===== config.mk =====
export PLATFORM = sky130hd
export DESIGN_NAME = winc_autocut
export DESIGN_NICKNAME = d
export VERILOG_FILES = /design/src/rtl/winc_pkg.sv /design/src/rtl/winc_fitscan.sv /design/src/rtl/winc_pick.sv /design/src/rtl/winc_shape.sv /design/src/rtl/winc_autocut.sv
export SDC_FILE = /design/constraint.sdc
export NUM_CORES = 1
export LEC_CHECK = 0
export BUFFER_PORTS_ARGS = -buffer_cell sky130_fd_sc_hd__buf_4
export CAP_MARGIN = 20
export CORE_UTILIZATION = 49
export CTS_CLUSTER_DIAMETER = 30
export DETAILED_ROUTE_END_ITERATION = 8
export PLACE_DENSITY = 0.74
export SETUP_SLACK_MARGIN = 0.05
export SYNTH_ARGS = -nofsm -noshare
export SYNTH_HDL_FRONTEND = slang
export SYNTH_SLANG_ARGS = --single-unit

===== constraint.sdc =====
create_clock -name clk -period 2.2 [get_ports clk]
set_input_delay 0.11 -clock clk [delete_from_list [all_inputs] [get_ports clk]]
set_output_delay 0.11 -clock clk [all_outputs]
set_load 0.01 [all_outputs]

===== src/rtl/winc_pkg.sv =====
package winc_pkg;

   // Number of window positions that lie fully inside the accumulator.
   function automatic int win_positions(input int acc_w, input int out_w);
      return acc_w - out_w + 1;
   endfunction

   // Width needed to encode the largest window offset.
   function automatic int win_ofs_width(input int acc_w, input int out_w);
      int n;
      n = acc_w - out_w;
      return (n < 1) ? 1 : $clog2(n + 1);
   endfunction

endpackage


===== src/rtl/winc_fitscan.sv =====
// For each legal offset k, reports whether the value survives a cut at k:
// every bit from the window's top bit upward must equal the sign bit.
module winc_fitscan #(
   parameter int ACC_W = 40,
   parameter int OUT_W = 16,
   localparam int NPOS = ACC_W - OUT_W + 1
) (
   input  logic [ACC_W-1:0] acc,
   output logic [NPOS-1:0]  fits
);

   for (genvar k = 0; k < NPOS; k++) begin : g_pos
      if (k == NPOS - 1) begin : g_top
         // The top window holds the sign bit itself: it always fits.
         assign fits[k] = 1'b1;
      end else begin : g_mid
         logic [ACC_W-k-OUT_W:0] upper;
         assign upper   = acc[ACC_W-1:k+OUT_W-1];
         assign fits[k] = (&upper) | ~(|upper);
      end
   end

endmodule


===== src/rtl/winc_pick.sv =====
// Picks the lowest fitting offset at or above the requested one.
module winc_pick #(
   parameter int NPOS  = 25,
   parameter int OFS_W = 5
) (
   input  logic [NPOS-1:0]  fits,
   input  logic [OFS_W-1:0] base,
   output logic [OFS_W-1:0] used
);

   always_comb begin
      used = OFS_W'(NPOS - 1);
      for (int k = NPOS - 1; k >= 0; k--) begin
         if (fits[k] && (k >= int'(base))) used = OFS_W'(k);
      end
   end

endmodule


===== src/rtl/winc_shape.sv =====
// Extracts the window at the given offset or forces the saturated code.
module winc_shape #(
   parameter int ACC_W = 40,
   parameter int OUT_W = 16,
   parameter int OFS_W = 5
) (
   input  logic [ACC_W-1:0] acc,
   input  logic [OFS_W-1:0] ofs,
   input  logic             sat,
   output logic [OUT_W-1:0] word
);

   localparam logic [OUT_W-1:0] POS_MAX = {1'b0, {(OUT_W-1){1'b1}}};
   localparam logic [OUT_W-1:0] NEG_MAX = {1'b1, {(OUT_W-1){1'b0}}};

   logic [ACC_W-1:0] shifted;

   always_comb begin
      shifted = acc >> ofs;
      if (sat) word = acc[ACC_W-1] ? NEG_MAX : POS_MAX;
      else     word = shifted[OUT_W-1:0];
   end

endmodule


===== src/rtl/winc_autocut.sv =====
module winc_autocut #(
   parameter int ACC_W = 40,
   parameter int OUT_W = 16,
   localparam int NPOS  = winc_pkg::win_positions(ACC_W, OUT_W),
   localparam int OFS_W = winc_pkg::win_ofs_width(ACC_W, OUT_W)
) (
   input  logic             clk,
   input  logic             rst_n,
   input  logic             in_valid,
   input  logic [ACC_W-1:0] acc_in,
   input  logic [OFS_W-1:0] win_base,
   input  logic             adapt_en,
   output logic             out_valid,
   output logic [OUT_W-1:0] out_word,
   output logic             out_ovf,
   output logic [OFS_W-1:0] out_win
);

   localparam int MAX_OFS = NPOS - 1;

   if (OUT_W < 2 || OUT_W >= ACC_W) begin : g_bad_width
      initial $fatal(1, "winc_autocut: OUT_W must be at least 2 and below ACC_W");
   end

   logic [NPOS-1:0]  fits;
   logic [OFS_W-1:0] base_c;
   logic [OFS_W-1:0] pick_ofs;
   logic [OFS_W-1:0] use_ofs;
   logic             ovf_c;
   logic             sat_c;
   logic [OUT_W-1:0] word_c;

   // An out-of-range request is pulled down to the topmost window.
   assign base_c = (int'(win_base) > MAX_OFS) ? OFS_W'(MAX_OFS) : win_base;

   winc_fitscan #(.ACC_W(ACC_W), .OUT_W(OUT_W)) u_scan (
      .acc  (acc_in),
      .fits (fits)
   );

   winc_pick #(.NPOS(NPOS), .OFS_W(OFS_W)) u_pick (
      .fits (fits),
      .base (base_c),
      .used (pick_ofs)
   );

   assign ovf_c   = ~fits[base_c];
   assign use_ofs = adapt_en ? pick_ofs : base_c;
   assign sat_c   = ovf_c & ~adapt_en;

   winc_shape #(.ACC_W(ACC_W), .OUT_W(OUT_W), .OFS_W(OFS_W)) u_shape (
      .acc  (acc_in),
      .ofs  (use_ofs),
      .sat  (sat_c),
      .word (word_c)
   );

   always_ff @(posedge clk or negedge rst_n) begin
      if (!rst_n) begin
         out_valid <= 1'b0;
         out_word  <= '0;
         out_ovf   <= 1'b0;
         out_win   <= '0;
      end else begin
         out_valid <= in_valid;
         if (in_valid) begin
            out_word <= word_c;
            out_ovf  <= ovf_c;
            out_win  <= use_ofs;
         end
      end
   end

endmodule


==> results list, run 1 <==
* Simple logic cell fraction of the synthesized area: 31.7%
* Width of the chip: 100 µm
* Compound-cell area share of the yosys netlist: 33.8%
- Counting along the longest clock path gives a buffer depth of 2.
* Fail Step: 5_1_grt
- The tool reported: "[ERROR GRT-0232] Routing congestion too high. Check the congestion heatmap in the GUI".
- Worst endpoint after global-route timing repair: out_word[0]$_DFFE_PN0P_/D
- Clock net sink count: 23
* Vert. Die Dim: 100 µm
- The synthesized netlist occupies a cell area of 4700 µm².
* Initial cell density of the core: 50.6%
- Global routing consumed, over all layers together, between 70% and 80% of the routing resources.
- OpenSTA, run right after detailed placement, puts the worst setup slack at -1.77 ns.
- Counting the buffers created by CTS gives 3.
* Sequential-to-total area share from yosys stat: 12.2%
- Row generation in the floorplan step produced 35 rows.
- The synthesized netlist devotes 0% of its cell area to XOR and XNOR gates.
* Gp weighted congestion: 1.07
* Flops & latches, synth: 23
- Avg Synthesized Cell Area: approximately 7 µm²
- Synthesized-area fraction occupied by adder cells: 0.532%
- Main combinational cell family by area after synthesis: compound AO/OA/AOI/OAI gates
* Synth Flop Type: dfrtp_1
* Outcome: aborted with a tool error
* PortBufs: 71
* Synthesis warning total: 0
- Mapped Nets: 715
- CTS built an H-tree with a depth of 1.
- Instance count of the mapped netlist: between 600 and 700
* Fraction of synthesized area in multiplexers: 13.9%
- During I/O placement, the number of pins put on the boundary was 72.
- Largest net degree at the start of global routing: 24
- Number of synthesized flops with an enable pin: 0
* Dpl cell area: 7360 µm²
- Number of distinct library cell variants in the gate-level netlist after synthesis: between 80 and 90
- Overflow left after global routing: 8
* Root Driver: clkbuf_8
* Worst_ep kind: register input
* Total half-perimeter wirelength after legalization and detailed placement: 18400 µm
- After synthesis, the share of flip-flops with an asynchronous set or reset is 100%.
[cell families after synthesis]
group | after synthesis
adders and majority gates | 2
AOI/OAI and AO/OA | 222
DFF | 23
muxes | 63
and+or+nand+nor | 279
buffers and inverters | 75
[per-layer routing]
metal / GRT overflow / GRT usage (%)
met5: 0 / 14.4
met4: 3 / 69.3
met3: 2 / 57.5
met2: 3 / 92.0
met1: 0 / 67.5
[cell usage after synthesis (11+ instances only)]
| cell type | n | area (µm²) |
|---|---|---|
| o21ai_0 | 36 | 180 |
| o211ai_1 | 17 | 128 |
| clkbuf_1 | 26 | 97.6 |
| buf_2 | 18 | 90.1 |
| nand3_1 | 30 | 150 |
| a21oi_1 | 48 | 240 |
| mux2_2 | 16 | 180 |
| and3_1 | 16 | 100 |
| nor2_1 | 52 | 195 |
| nand2_1 | 60 | 225 |
| dfrtp_1 | 23 | 576 |
| nor3_1 | 30 | 150 |
| inv_1 | 19 | 71.3 |
| nand4_1 | 23 | 144 |
| mux2i_1 | 46 | 460 |
| a221oi_1 | 11 | 96.3 |
[repair_timing]
item                                   in CTS
gates cloned                                0
endpoints found under the hold margin      23
buffers inserted                           26
pin swaps                                  32
gates resized for setup                    95
hold buffers                                1
setup endpoints to repair                  22
[through the flow]
stage | std cells | setup TNS [ns]
after detailed placement | 1072 | -29.22
after floorplan | 664 | -20.06
after CTS | 1102 | -20.58
after global placement | 1072 | -28.62
==> run 2, diff against run 1 <==
--- a/config.mk
+++ b/config.mk
@@ -7,11 +7,9 @@
 export LEC_CHECK = 0
 export BUFFER_PORTS_ARGS = -buffer_cell sky130_fd_sc_hd__buf_4
 export CAP_MARGIN = 20
-export CORE_UTILIZATION = 49
-export CTS_CLUSTER_DIAMETER = 30
+export CORE_UTILIZATION = 34
 export DETAILED_ROUTE_END_ITERATION = 8
-export PLACE_DENSITY = 0.74
-export SETUP_SLACK_MARGIN = 0.05
+export PLACE_DENSITY_LB_ADDON = 0.15
 export SYNTH_ARGS = -nofsm -noshare
 export SYNTH_HDL_FRONTEND = slang
 export SYNTH_SLANG_ARGS = --single-unit
==> results list, run 2 <==
- The count of flip-flops with a built-in enable after synthesis was 0 (unchanged).
- Global-route wire length before repair: 38500 µm
* Most used standard cells in the synthesized netlist: 60 x nand2_1, 52 x nor2_1, 48 x a21oi_1 (unchanged)
* H-tree depth reported by CTS: 1 (unchanged)
- Share of cells above drive strength 1: between 50 and 60%
* Gp weighted congestion: 1.04 (was 1.07)
- The worst setup path is captured at a register.
* Global router's overall resource usage: 34.3%
- Instance count of the mapped netlist: 664 (unchanged)
- The total of buffers placed on input and output ports was 71 (unchanged).
- The largest family of logic cells by synthesized area is compound AO/OA/AOI/OAI gates (unchanged).
- The layer flagged by global routing as most heavily used is met2.
- Type of the worst setup path: input port to register
* Number of distinct library cell variants in the gate-level netlist after synthesis: 85 (unchanged)
* Share of total power consumed by net switching: around 42%
- Width of the chip: 120 µm (was 100 µm)
- Initial cell density of the core: 35.2% (was 50.6%)
- Dpl cell area: 7410 µm² (was 7360 µm²)
- The share of synthesized registers carrying an async set or reset was 100% (unchanged).
* Count leader, synth: nand2_1 (unchanged)
* Power per Cell Area: ~420 nW/µm²
- Reported max-cap violation count: 0
* Flops & latches, synth: 23 (unchanged)
* Flop pwr share: 15.3%
- Min setup slack post-route: -1.41 ns
* Setup crit start kind: input port
- Average wire per cell in the routed design: 21.8 µm
- The area growth from synthesis to layout is 84.2%.
* Placed cell count: 1125 (was 1072)
- Overflow left after global routing: 0
- STA puts the critical path data arrival time at 3.75 ns.
- Total half-perimeter wirelength after legalization and detailed placement: 20000 µm (was 18400 µm)
- For this run, the number of standard cells in the final layout without fillers is between 1k and 1.5k.
- The count of nets left with antenna violations once routing finished came out at 0.
- Synthesis warning total: 0 (unchanged)
- Maximum clock insertion buffer count: 2 (unchanged)
- Measured against its own limit, the worst slew margin works out to 52.6%.
- Clock tree skew after final layout: 0 ns
- Area share of the largest cell type after synthesis: 12.2% (unchanged)
* Leading cell types in the layout, fill and taps excluded: 332 x buf_4, 58 x nand2_1, 49 x nor2_1
- Synthesized-area fraction occupied by adder cells: 0.532% (unchanged)
* Xor-xnor portion of the synthesized cell area: 0% (unchanged)
* Pre-CTS setup slack: -1.82 ns (was -1.77 ns)
- Hold Crit Class: input port to register
- The number of max-slew violations in the final report came to 0.
- The placement row count was 42 (was 35).
- The library cell occupying the most area in the post-synthesis netlist is dfrtp_1 (unchanged).
* Critical path, cell by cell: buf_8, buf_4, ha_1, and3_1, and3_1, o21ai_1, a211oi_2, o41a_1, and4b_2, nor2_4, buf_12, buf_12, buf_6, a21o_1, mux2_4, mux2i_1, nor3_1, or4b_1
* Register-to-register path setup slack: between 0.7 and 0.8 ns
- Number of violations reported at the end of detailed-routing iteration 0: 656
- The register with the most flip-flops in the layout has 16 of them.
* Combinational group share of total power: 73.5%
- Clock insertion delay at the later pin of the skew report: 0.26 ns
* Vias in the first global route: 7206
* Compound-cell area share of the yosys netlist: 33.8% (unchanged)
- Wires add up to around 25000 µm.
- For this design the static power due to leakage is 3.76 nW.
- Most area-consuming cells after synthesis: dfrtp_1 12%, mux2i_1 9.8%, a21oi_1 5.1%, nand2_1 4.8%, nor2_1 4.2% (unchanged)
* Fin crit share: 164%
* Worst hold margin: 0.128 ns
- For this run, global-route usage on met2 was measured as 62.0%.
- IR analysis of the VDD net gives a maximum drop of 0.000276 V.
- Count of endpoints failing setup in the final report: 21
- Sequential-to-total area share from yosys stat: 12.2% (unchanged)
* Avg Synthesized Cell Area: 7.08 µm² (unchanged)
- Violated checks: setup timing
- For the worst setup path, the data required time is about 2.3 ns.
- Unrepaired setup endpoints after global routing: yes
- The mux contribution to synthesized area was 13.9% (unchanged).
* First-pass iteration count of the detailed router: 7
* Synth Flop Type: dfrtp_1 (unchanged)
- Met3 Resource Use GR: 5.18%
- Cell internal power was estimated by the tool at 2.12 mW.
* Switching Power: 1.54 mW
* Leading cell type in the layout, fill and taps excluded: buf_4
* Largest net degree at the start of global routing: 24
- The cell area after technology mapping was 4700 µm² (unchanged).
* Count of pins on the block boundary: 72 (unchanged)
- Routed via count: 7098
- Once layout is done, the placed cells without fillers occupy 8660 µm².
- Count of nets after finishing: roughly 1.0k
- Final min period: 3.61 ns
- Power comes to 3.66 mW.
- Root Driver: clkbuf_16 (was clkbuf_8)
- For this run, design rule violations remaining after detail routing come to 0.
* Highest achievable clock rate: 0.277 GHz
- Post-detailed-route via-to-cell ratio: 6.09
- The post-synth net total was 715 (unchanged).
* TritonCTS buffer count: 3 (unchanged)
* Vert. Die Dim: 120 µm (was 100 µm)
* Antenna violations before repair: 0
* Slowest Stage Delay on Critical Path: 0.49 ns
- Setup TNS: -23.85 ns
- TritonCTS built the clock tree.
- The region available for standard cell placement spans about 13000 µm².
- The floorplan step defined a die boundary enclosing 14300 µm².
* Simple logic cell fraction of the synthesized area: 31.7% (unchanged)
- 0 antenna diodes ended up in the layout.
- Outcome: finished with violations (was aborted with a tool error).
* Biggest regs: out_word (16), out_win (5)
* Post-layout util: between 60% and 70%
* Final Hold Fails: 0
- Largest reg by FF count: out_word
- Among all stages on the critical path, the largest delay is contributed by or4b_1.
- Of the total power, the clock network draws between 10 and 15%.
* Clk pin slew, worst setup/hold paths: 0.06 ns
- Of all nets on the critical path, the largest fanout is 11.
- The sink count of the clock tree was 23 (unchanged).
* Worst slew pin tran: 0.705 ns
- Met1 track utilization from global routing: 37.5%
run 2: cell counts after synthesis:
No cell type changed its count.
run 2: final timing paths:
| path | to | cells after the start | from |
|---|---|---|---|
| max reg2reg | out_word[5] | 5 | out_word[5] |
| min reg2reg | out_win[2] | 2 | out_win[2] |
| min | out_valid | 1 | in_valid |
| max | out_word[0] | 18 | acc_in[39] |
| min in group asynchronous | out_word[15] | 2 | rst_n |
| max in group asynchronous | out_word[3] | 2 | rst_n |
run 2: power by group through the flow:
| stage | registers [mW] | logic [mW] | clock network [mW] |
|---|---|---|---|
| detailed placement | 0.570 | 2.15 | 0 |
| CTS | 0.563 | 2.46 | 0.413 |
| floorplan | 0.604 | 1.05 | 0 |
| finish | 0.561 | 2.69 | 0.408 |
| global placement | 0.565 | 2.15 | 0 |
| global route | 0.572 | 2.83 | 0.425 |
run 2: worst max-delay path: cells and delay by family:
kind                     cells  cell delay [ns]
multiplexers                 2             0.42
AND/OR/NAND/NOR              6             1.37
buffers and inverters        5             0.64
adder cells (fa/ha/maj)      1             0.21
AO/OA/AOI/OAI                4             0.99
run 2: metal layers:
layer	wire length [µm]	part of all wire (%)
met4	1470	5.8
met3	1750	6.9
met2	12800	50
met1	9420	37
met5	0	0
run 2: repair_timing:
action,4_1_cts,5_1_grt
buffers inserted,23,14
hold buffers,1,0
pin swaps,37,30
resized for setup,124,54
gates cloned,1,0
endpoints found under the hold margin,23,0
setup endpoints to repair,21,22
run 2: layout make-up:
class                           instances  area (µm²)
Multi-Input combinational cell        566        4600
Fill cell                            1163        4690
Tap cell                              176         220
Inverter                               19        86.3
Sequential cell                        23         576
Clock buffer                            3        75.1
Timing Repair Buffer                  377        3100
Clock inverter                          1        7.51
run 2: logic make-up after synthesis:
group | after synthesis
adder cells (fa/ha/maj) | 2
multiplexers | 63
AO/OA/AOI/OAI | 222
flip-flops | 23
AND/OR/NAND/NOR | 279
buffers and inverters | 75
No activity file was read; power rests on OpenSTA's default activity.
